--- src/rtl/rxf_pkg.sv ---
package rxf_pkg;
  // width of one stored character: 8 data bits + 3 error flags
  localparam int unsigned CHAR_W = 11;
  // break marker sits on the top bit, data bits zero
  localparam logic [CHAR_W-1:0] BREAK_WORD = CHAR_W'(1) << (CHAR_W - 1);
endpackage

--- src/rtl/rxf_store.sv ---
module rxf_store #(
  parameter int unsigned DW    = 11,
  parameter int unsigned DEPTH = 16,
  localparam int unsigned PW   = $clog2(DEPTH)
) (
  input  logic          clk,
  input  logic          rst_n,
  input  logic          wr_en,
  input  logic [PW-1:0] wr_idx,
  input  logic [DW-1:0] wr_word,
  input  logic [PW-1:0] rd_idx,
  output logic [DW-1:0] rd_word
);
  logic [DW-1:0] slot_q [DEPTH];

  for (genvar s = 0; s < DEPTH; s++) begin : g_slot
    always_ff @(posedge clk) begin
      if (!rst_n)
        slot_q[s] <= '0;
      else if (wr_en && wr_idx == PW'(s))
        slot_q[s] <= wr_word;
    end
  end

  assign rd_word = slot_q[rd_idx];
endmodule

--- src/rtl/rxf_ctrl.sv ---
module rxf_ctrl #(
  parameter int unsigned DEPTH = 16,
  parameter int unsigned TRIG  = 1,
  localparam int unsigned PW   = $clog2(DEPTH),
  localparam int unsigned CW   = $clog2(DEPTH + 1)
) (
  input  logic          clk,
  input  logic          rst_n,
  input  logic          fifo_en,
  input  logic          push_req,
  input  logic          pop,
  output logic          room,
  output logic          push_ok,
  output logic [PW-1:0] rd_idx,
  output logic [PW-1:0] wr_idx,
  output logic          empty,
  output logic          full,
  output logic          irq
);
  logic [CW-1:0] cnt_q, cnt_mid, cnt_d;
  logic [PW-1:0] rd_q, rd_d;
  logic          empty_q, full_q, irq_q;
  logic          empty_d, full_d, irq_d;
  logic          pop_take;
  logic [CW:0]   wsum;

  // room decision uses only stored state, so ready never waits on valid
  assign room     = fifo_en ? (cnt_q < CW'(DEPTH)) : (cnt_q == '0);
  assign push_ok  = push_req && room;
  assign pop_take = pop && (cnt_q != '0);

  // pop applied first, push second
  assign cnt_mid = cnt_q - {{(CW-1){1'b0}}, pop_take};
  assign cnt_d   = cnt_mid + {{(CW-1){1'b0}}, push_ok};

  assign rd_d = !pop_take ? rd_q :
                (rd_q == PW'(DEPTH - 1)) ? '0 : rd_q + PW'(1);

  assign wsum   = (CW+1)'(rd_q) + (CW+1)'(cnt_q);
  assign wr_idx = (wsum >= (CW+1)'(DEPTH)) ? PW'(wsum - (CW+1)'(DEPTH)) : PW'(wsum);

  always_comb begin
    empty_d = empty_q;
    full_d  = full_q;
    irq_d   = irq_q;
    if (pop) begin
      full_d = 1'b0;
      if (cnt_mid == '0) empty_d = 1'b1;
      if (cnt_mid == CW'(TRIG - 1)) irq_d = 1'b0;
    end
    if (push_ok) begin
      empty_d = 1'b0;
      if (cnt_d == CW'(DEPTH)) full_d = 1'b1;
      if (cnt_d == CW'(TRIG)) irq_d = 1'b1;
    end
  end

  always_ff @(posedge clk) begin
    if (!rst_n) begin
      cnt_q   <= '0;
      rd_q    <= '0;
      empty_q <= 1'b1;
      full_q  <= 1'b0;
      irq_q   <= 1'b0;
    end else begin
      cnt_q   <= cnt_d;
      rd_q    <= rd_d;
      empty_q <= empty_d;
      full_q  <= full_d;
      irq_q   <= irq_d;
    end
  end

  assign rd_idx = rd_q;
  assign empty  = empty_q;
  assign full   = full_q;
  assign irq    = irq_q;


  cnt_bound_chk: assert property (@(posedge clk) disable iff (!rst_n)
    cnt_q <= CW'(DEPTH));

  empty_track_chk: assert property (@(posedge clk) disable iff (!rst_n)
    empty_q == (cnt_q == '0));

  full_track_chk: assert property (@(posedge clk) disable iff (!rst_n)
    full_q == (cnt_q == CW'(DEPTH)));

  irq_level_chk: assert property (@(posedge clk) disable iff (!rst_n)
    irq_q == (cnt_q >= CW'(TRIG)));

  stale_pop_chk: assert property (@(posedge clk) disable iff (!rst_n)
    (pop && cnt_q == '0) |=> $stable(rd_q));

  single_hold_chk: assert property (@(posedge clk) disable iff (!rst_n)
    (!fifo_en && cnt_q != '0) |-> !room);
endmodule

--- src/rtl/rx_char_fifo.sv ---
module rx_char_fifo
  import rxf_pkg::*;
#(
  parameter int unsigned DEPTH = 16,
  parameter int unsigned TRIG  = 1,
  localparam int unsigned PW   = $clog2(DEPTH)
) (
  input  logic              clk,
  input  logic              rst_n,
  input  logic              fifo_en,
  input  logic              in_valid,
  input  logic [CHAR_W-1:0] in_data,
  output logic              in_ready,
  input  logic              brk_evt,
  input  logic              pop,
  output logic [CHAR_W-1:0] rd_data,
  output logic              empty,
  output logic              full,
  output logic              rx_irq
);
  logic              room, push_ok;
  logic [PW-1:0]     rd_idx, wr_idx;
  logic [CHAR_W-1:0] push_word;

  // break wins over a line word offered in the same cycle
  assign push_word = brk_evt ? BREAK_WORD : in_data;
  assign in_ready  = room && !brk_evt;

  rxf_ctrl #(.DEPTH(DEPTH), .TRIG(TRIG)) u_ctrl (
    .clk(clk), .rst_n(rst_n), .fifo_en(fifo_en),
    .push_req(in_valid || brk_evt), .pop(pop),
    .room(room), .push_ok(push_ok),
    .rd_idx(rd_idx), .wr_idx(wr_idx),
    .empty(empty), .full(full), .irq(rx_irq)
  );

  rxf_store #(.DW(CHAR_W), .DEPTH(DEPTH)) u_store (
    .clk(clk), .rst_n(rst_n),
    .wr_en(push_ok), .wr_idx(wr_idx), .wr_word(push_word),
    .rd_idx(rd_idx), .rd_word(rd_data)
  );


  brk_block_chk: assert property (@(posedge clk) disable iff (!rst_n)
    brk_evt |-> !in_ready);
endmodule

--- config.mk ---
export PLATFORM = sky130hd
export DESIGN_NAME = rx_char_fifo
export DESIGN_NICKNAME = d
export VERILOG_FILES = /design/src/rtl/rxf_pkg.sv /design/src/rtl/rxf_store.sv /design/src/rtl/rxf_ctrl.sv /design/src/rtl/rx_char_fifo.sv
export SDC_FILE = /design/constraint.sdc
export NUM_CORES = 1
export LEC_CHECK = 0
export BUFFER_PORTS_ARGS = -buffer_cell sky130_fd_sc_hd__buf_2
export CORE_ASPECT_RATIO = 1.1
export CORE_UTILIZATION = 64
export CTS_BUF_LIST = sky130_fd_sc_hd__clkbuf_8 sky130_fd_sc_hd__clkbuf_16
export DETAILED_ROUTE_END_ITERATION = 7
export PLACE_DENSITY = 0.85
export SLEW_MARGIN = 20
export SYNTH_ARGS = -nofsm -noshare
export SYNTH_HDL_FRONTEND = slang
export SYNTH_HIERARCHICAL = 1
export SYNTH_SLANG_ARGS = --single-unit
--- constraint.sdc ---
create_clock -name clk -period 5.4 [get_ports clk]
set_input_delay 1.08 -clock clk [delete_from_list [all_inputs] [get_ports clk]]
set_output_delay 1.08 -clock clk [all_outputs]
set_load 0.05 [all_outputs]
Word-level counts from Yosys, hierarchy flattened
Memories as Yosys holds them, arrays and structs flattened. A register that Yosys moved wholly into a read port is not among the register bits. Index checks and enable logic that the tools add are counted.

Word-level logic and storage cells: 156. Flip-flop bits (word level): 12. Input bits: 17. RAM bits: 176. Memories kept: 1.

Memories: u_store.slot_q (depth 16, bits a word 11, rd ports 1, clocked after Yosys merged registers in 1, wr ports 16, RTL line rxf_store.sv:14) `logic [DW-1:0] slot_q [DEPTH];`.

Equal/unequal tests: 18. Bitwise operators: 16. Order comparisons: 2. $add $sub $neg: 5. Reductions and logical operators: 28. Multiplexer cells: 81.

Operators by type and width (number): two-way mux 11 bit (17); two-way mux 1 bit (60); == test 4 bit (second input constant) (9); logical AND 1 bit (19); == test 4 x 3 -> 1 bit (second input constant) (4); two-way mux 4 bit (4); OR 1 bit (16); zero test 5 bit (2); == test 4 x 2 -> 1 bit (second input constant) (2); adder 4 x 5 -> 6 bit (1); greater-or-equal comparator 6 x 5 -> 1 bit (second input constant) (1); adder 5 x 1 -> 5 bit (1); == test 5 x 1 -> 1 bit (second input constant) (1); == test 5 bit (second input constant) (1); < comparator 5 bit (second input constant) (1); nonzero test 5 bit (1); subtractor 5 x 1 -> 5 bit (1); adder 4 x 1 -> 4 bit (second input constant) (1); == test 4 x 1 -> 1 bit (second input constant) (1); zero test 4 bit (1); nonzero test 2 bit (2); subtractor 4 x 1 -> 4 bit (second input constant) (1); AND reduction 2 bit (1); zero test 1 bit (1); logical OR 1 bit (1).

Depth between registers and ports, before layout
Depth after elaboration: 9. Depth in mapped cells: 12. Depth with buffers taken out: 11.

Hierarchy
The synthesis kept the hierarchy.

By module, submodules not included: rxf_store (area an instance 8152.8 µm², sequential area each 5285.1 µm², cells each 521, instances 1); rxf_ctrl (area an instance 857.1 µm², sequential area each 240.2 µm², cells each 93, instances 1); rx_char_fifo (area an instance 93.8 µm², sequential area each 0.0 µm², cells each 14, instances 1).

Least setup slack after synthesis
Ideal clock, no wire load.

Path type: in2reg. From: input port brk_evt. To: memory u_store.slot_q[4][0] (enable). Stages on the path: 6. Path slack: 1.949 ns. Data required time: 5.006 ns. Data arrival time: 3.057 ns. Cell sequence: buf_6 -> or2_1 -> nand2b_1 -> nor2_1 -> or3b_2 -> o21ai_0.

RTL lines: from (decl) (RTL line rx_char_fifo.sv:14) `input logic brk_evt,`; to (decl) (RTL line rxf_store.sv:14).

==> flow_metrics.py <==
metrics = {
    "clock_tree": {
        "cts.sinks": 188,
        "clk_pin_slew_ns": 0.06,
        "root_buffer": "clkbuf_16",
        "ctsResizeCount": 0,
        "clk_latency_ns": 0.44,
        "cts_buffers": 17,
        "cts_tree": "built",
        "cts_max_path_buffers": 2,
        "cts_setup_buffers": 0,
        "htreeDepth": 4,
        "hold_buffers": 0,
    },
    "route": {
        "detailroute.via_count": 5413,
        "dr.pass1.iters": 6,
        "remaining_drc_errors": 0,
        "drtIter0Drc": 635,
        "wirelength_mm": 20.8,
        "vias_per_cell": 6.38,
        "wl_per_cell_um": 24.5,
        "ant_nets": 0,
    },
    "finish": {
        "multi_input_area_um2": 3310,
        "drive_above_1_share_pct": 18.2,
        "fin_nets": 674,
        "finalInstanceArea_um2": 10000,
        "nFillCells": 862,
        "antennaDiodeCount": 0,
        "regArea_um2": 5530,
        "area_growth_pct": 10.0,
    },
    "global_route": {
        "grt_max_degree": 50,
        "grt_pass1_vias": 5338,
        "overflow": 0,
        "grt_pass1_wl_mm": 31.5,
        "antenna_found_initial": 0,
        "grtUsageTotal_pct": 30.6,
    },
    "logic_synthesis": {
        "synth_nets": 654,
        "synth_cells": 628,
        "syn-cell-area_um2": 9100,
        "avgSynthCellArea_um2": 14.5,
        "synth_edf_count": 176,
        "yosysUniqueCellTypes": 53,
        "ys_seq_area_share_pct": 60.7,
        "synth-seq-cells": 188,
        "synthFlopType": "edfxtp_1",
        "yosysWarnings": 6,
        "async_reset_ff_share_pct": 0,
    },
    "timing": {
        "period_share_pct": 75.3,
        "rsz0062_at_grt": "false",
        "timing.fmax_ghz": 0.246,
        "clock_skew_ns": 0.00821,
        "worst_pin_slew_ns": 1.11,
        "fin_setup_tns_ns": 0,
        "setup_viol": 0,
        "slew_headroom_pct": 25.6,
        "slew_violations": 0,
        "finalHoldViolations": 0,
        "fin_crit_ns": 4.06,
    },
    "setup_path": {
        "slowest_delay_ns": 0.79,
        "critical-path-slowest-cell": "dfxtp_2",
        "critPathBufInv": 2,
        "cp-start-kind": "flop",
        "cp-end-kind": "primary output",
        "worstPathMaxFanout": 22,
        "reg2reg_slack_ns": 1.65,
        "required_ns": 4.32,
        "crit_type": "reg -> out",
        "crit_chain": "buf_4 -> mux4_1 -> a22oi_1 -> nand2_1 -> buf_2",
        "critPathTopFamily": "flip-flops",
        "crit_arrival_ns": 2.98,
    },
    "power_and_ir_drop": {
        "p_seq_share_pct": 42.7,
        "irDropWorstVdd_mv": 0.301,
        "internal-power_w": 0.00311,
        "powerDensity_nw_per_um2": 454,
        "p_sw_w": 0.00144,
        "swShare_pct": 31.7,
        "clkPwrFrac_pct": 28.7,
        "power_leakage_nw": 3.78,
        "combPwrFrac_pct": 28.6,
    },
    "floorplan": {
        "start_util_pct": 65.7,
        "die_w_um": 116,
        "pin_count": 32,
        "die-area_um2": 14700,
        "core_area_um2": 13900,
        "dieHeight_um": 127,
        "std_cell_rows": 45,
    },
    "job": {
        "maxCapViolCount": 0,
    },
    "placed_design": {
        "place_area_um2": 9370,
        "place.gp.congestion": 0.808,
        "dp_hpwl_mm": 13.1,
        "io_buffers": 31,
    },
    "outcome": {
        "status": "complete, no violations",
    },
    "min_path": {
        "hold_class": "reg -> reg",
    },
}
## registers in the layout (all words and copies together) (netlist names)
signal,count
u_ctrl/irq,1
u_ctrl/full,1
u_ctrl/empty,1
u_ctrl/cnt_q,5
u_store/slot_q,176
u_ctrl/rd_idx,4
## cell type report
cell class	instances	share of cell area (%)
clock buffer	19	4.52
clock inverter	13	1.72
inverter	6	0.225
multi-input combinational	386	33.1
sequential	188	55.2
tap	188	2.35
timing repair buffer	49	2.90
## path summary, 6_finish.rpt
kind	endpoint	depth (start not counted)	from
setup / recovery	rd_data[6]	5	u_ctrl/rd_idx[0]
hold / removal	u_ctrl/full	3	u_ctrl/full
setup reg to reg	u_store/slot_q[5][0]	8	u_ctrl/rd_idx[0]
hold reg to reg	u_ctrl/full	3	u_ctrl/full
## metal layers
layer / global-route usage (%) / wire [µm] / vias to the layer above
li1: - / - / 2344
met1: 41.9 / 7910 / 2672
met2: 47.7 / 10100 / 345
met3: 7.21 / 2100 / 52
met4: 12.8 / 681 / 0
met5: 0 / 0 / -
## power by group through the flow
stage                     clock [W]  combinational, W  sequential (W)
after CTS                   0.00131           0.00129         0.00194
after global placement            0           0.00124         0.00195
after floorplan                   0           0.00103         0.00190
after global routing        0.00136           0.00137         0.00196
final                       0.00131           0.00130         0.00194
after detailed placement          0           0.00127         0.00197
## worst register-to-register path: stages (launching register included)
cell	delay [ns]
dfxtp_2	0.79
buf_4	0.46
ha_1	0.25
inv_1	0.06
fa_1	0.37
xnor2_1	0.40
nand2_1	0.28
nor2_1	0.73
and2_1	0.25
## layout by cell type (no fill, tap or decap), drive strengths merged, types with 3 or more instances in the layout
master,n
clkinvlp,3
nor2,22
and2b,3
and2,183
ha,8
or2,3
buf,49
a21o,3
inv,7
nand2,18
a21oi,4
nand2b,3
mux4,44
a22oi,22
bufinv,4
clkinv,5
edfxtp,176
dfxtp,12
clkbuf,19
xnor2,7
o21ai,18
nor2b,16
## Yosys cell counts, types with 2 or more instances
cell type,n,area (µm²)
clkbuf_1,29,109
nand2b_1,3,18.8
o21ai_0,18,90.1
buf_2,7,35.0
mux2i_1,2,20.0
inv_1,6,22.5
o21a_1,2,15.0
xnor2_1,7,61.3
a21oi_1,4,20.0
a22oi_1,22,165
buf_4,3,22.5
nand3b_1,2,15.0
and2b_1,3,22.5
or2_1,2,12.5
and2_1,183,1140
a21o_1,3,22.5
nand2_1,18,67.6
dfxtp_1,12,240
mux4_2,23,518
buf_8,2,30.0
nand4b_1,2,17.5
and4b_1,2,20.0
nor2b_1,15,93.8
ha_1,8,100
clkbuf_2,2,10.0
buf_6,3,33.8
nor2_1,22,82.6
mux4_1,21,552
edfxtp_1,176,5290
a21boi_0,2,15.0
xor2_1,2,17.5
## cells by family after synthesis
group           count (synthesis)  share of synthesized area, %
flops                         188                          60.7
xor+xnor                        9                         0.866
buf+inv                        54                          3.19
compound gates                 55                          4.03
mux                            47                          12.1
fa+ha+maj                       9                          1.32
simple gates                  266                          17.8
## per-stage QoR
| step | setup WS, ns | hold WS (ns) | util, % | power [W] | cells |
|---|---|---|---|---|---|
| 2_1_floorplan | 1.95 | 0.530 | - | 0.00293 | 628 |
| 3_3_place_gp | 1.85 | 0.539 | 67.6 | 0.00319 | 817 |
| 3_5_place_dp | 1.69 | 0.538 | 67.6 | 0.00324 | 817 |
| 4_1_cts | 1.35 | 0.553 | 72.1 | 0.00454 | 849 |
| 5_1_grt | 1.27 | 0.576 | 72.3 | 0.00470 | 849 |
| 6_report | 1.34 | 0.552 | 72.3 | 0.00455 | 849 |
Note: power is estimated with default switching activity, not from simulation.
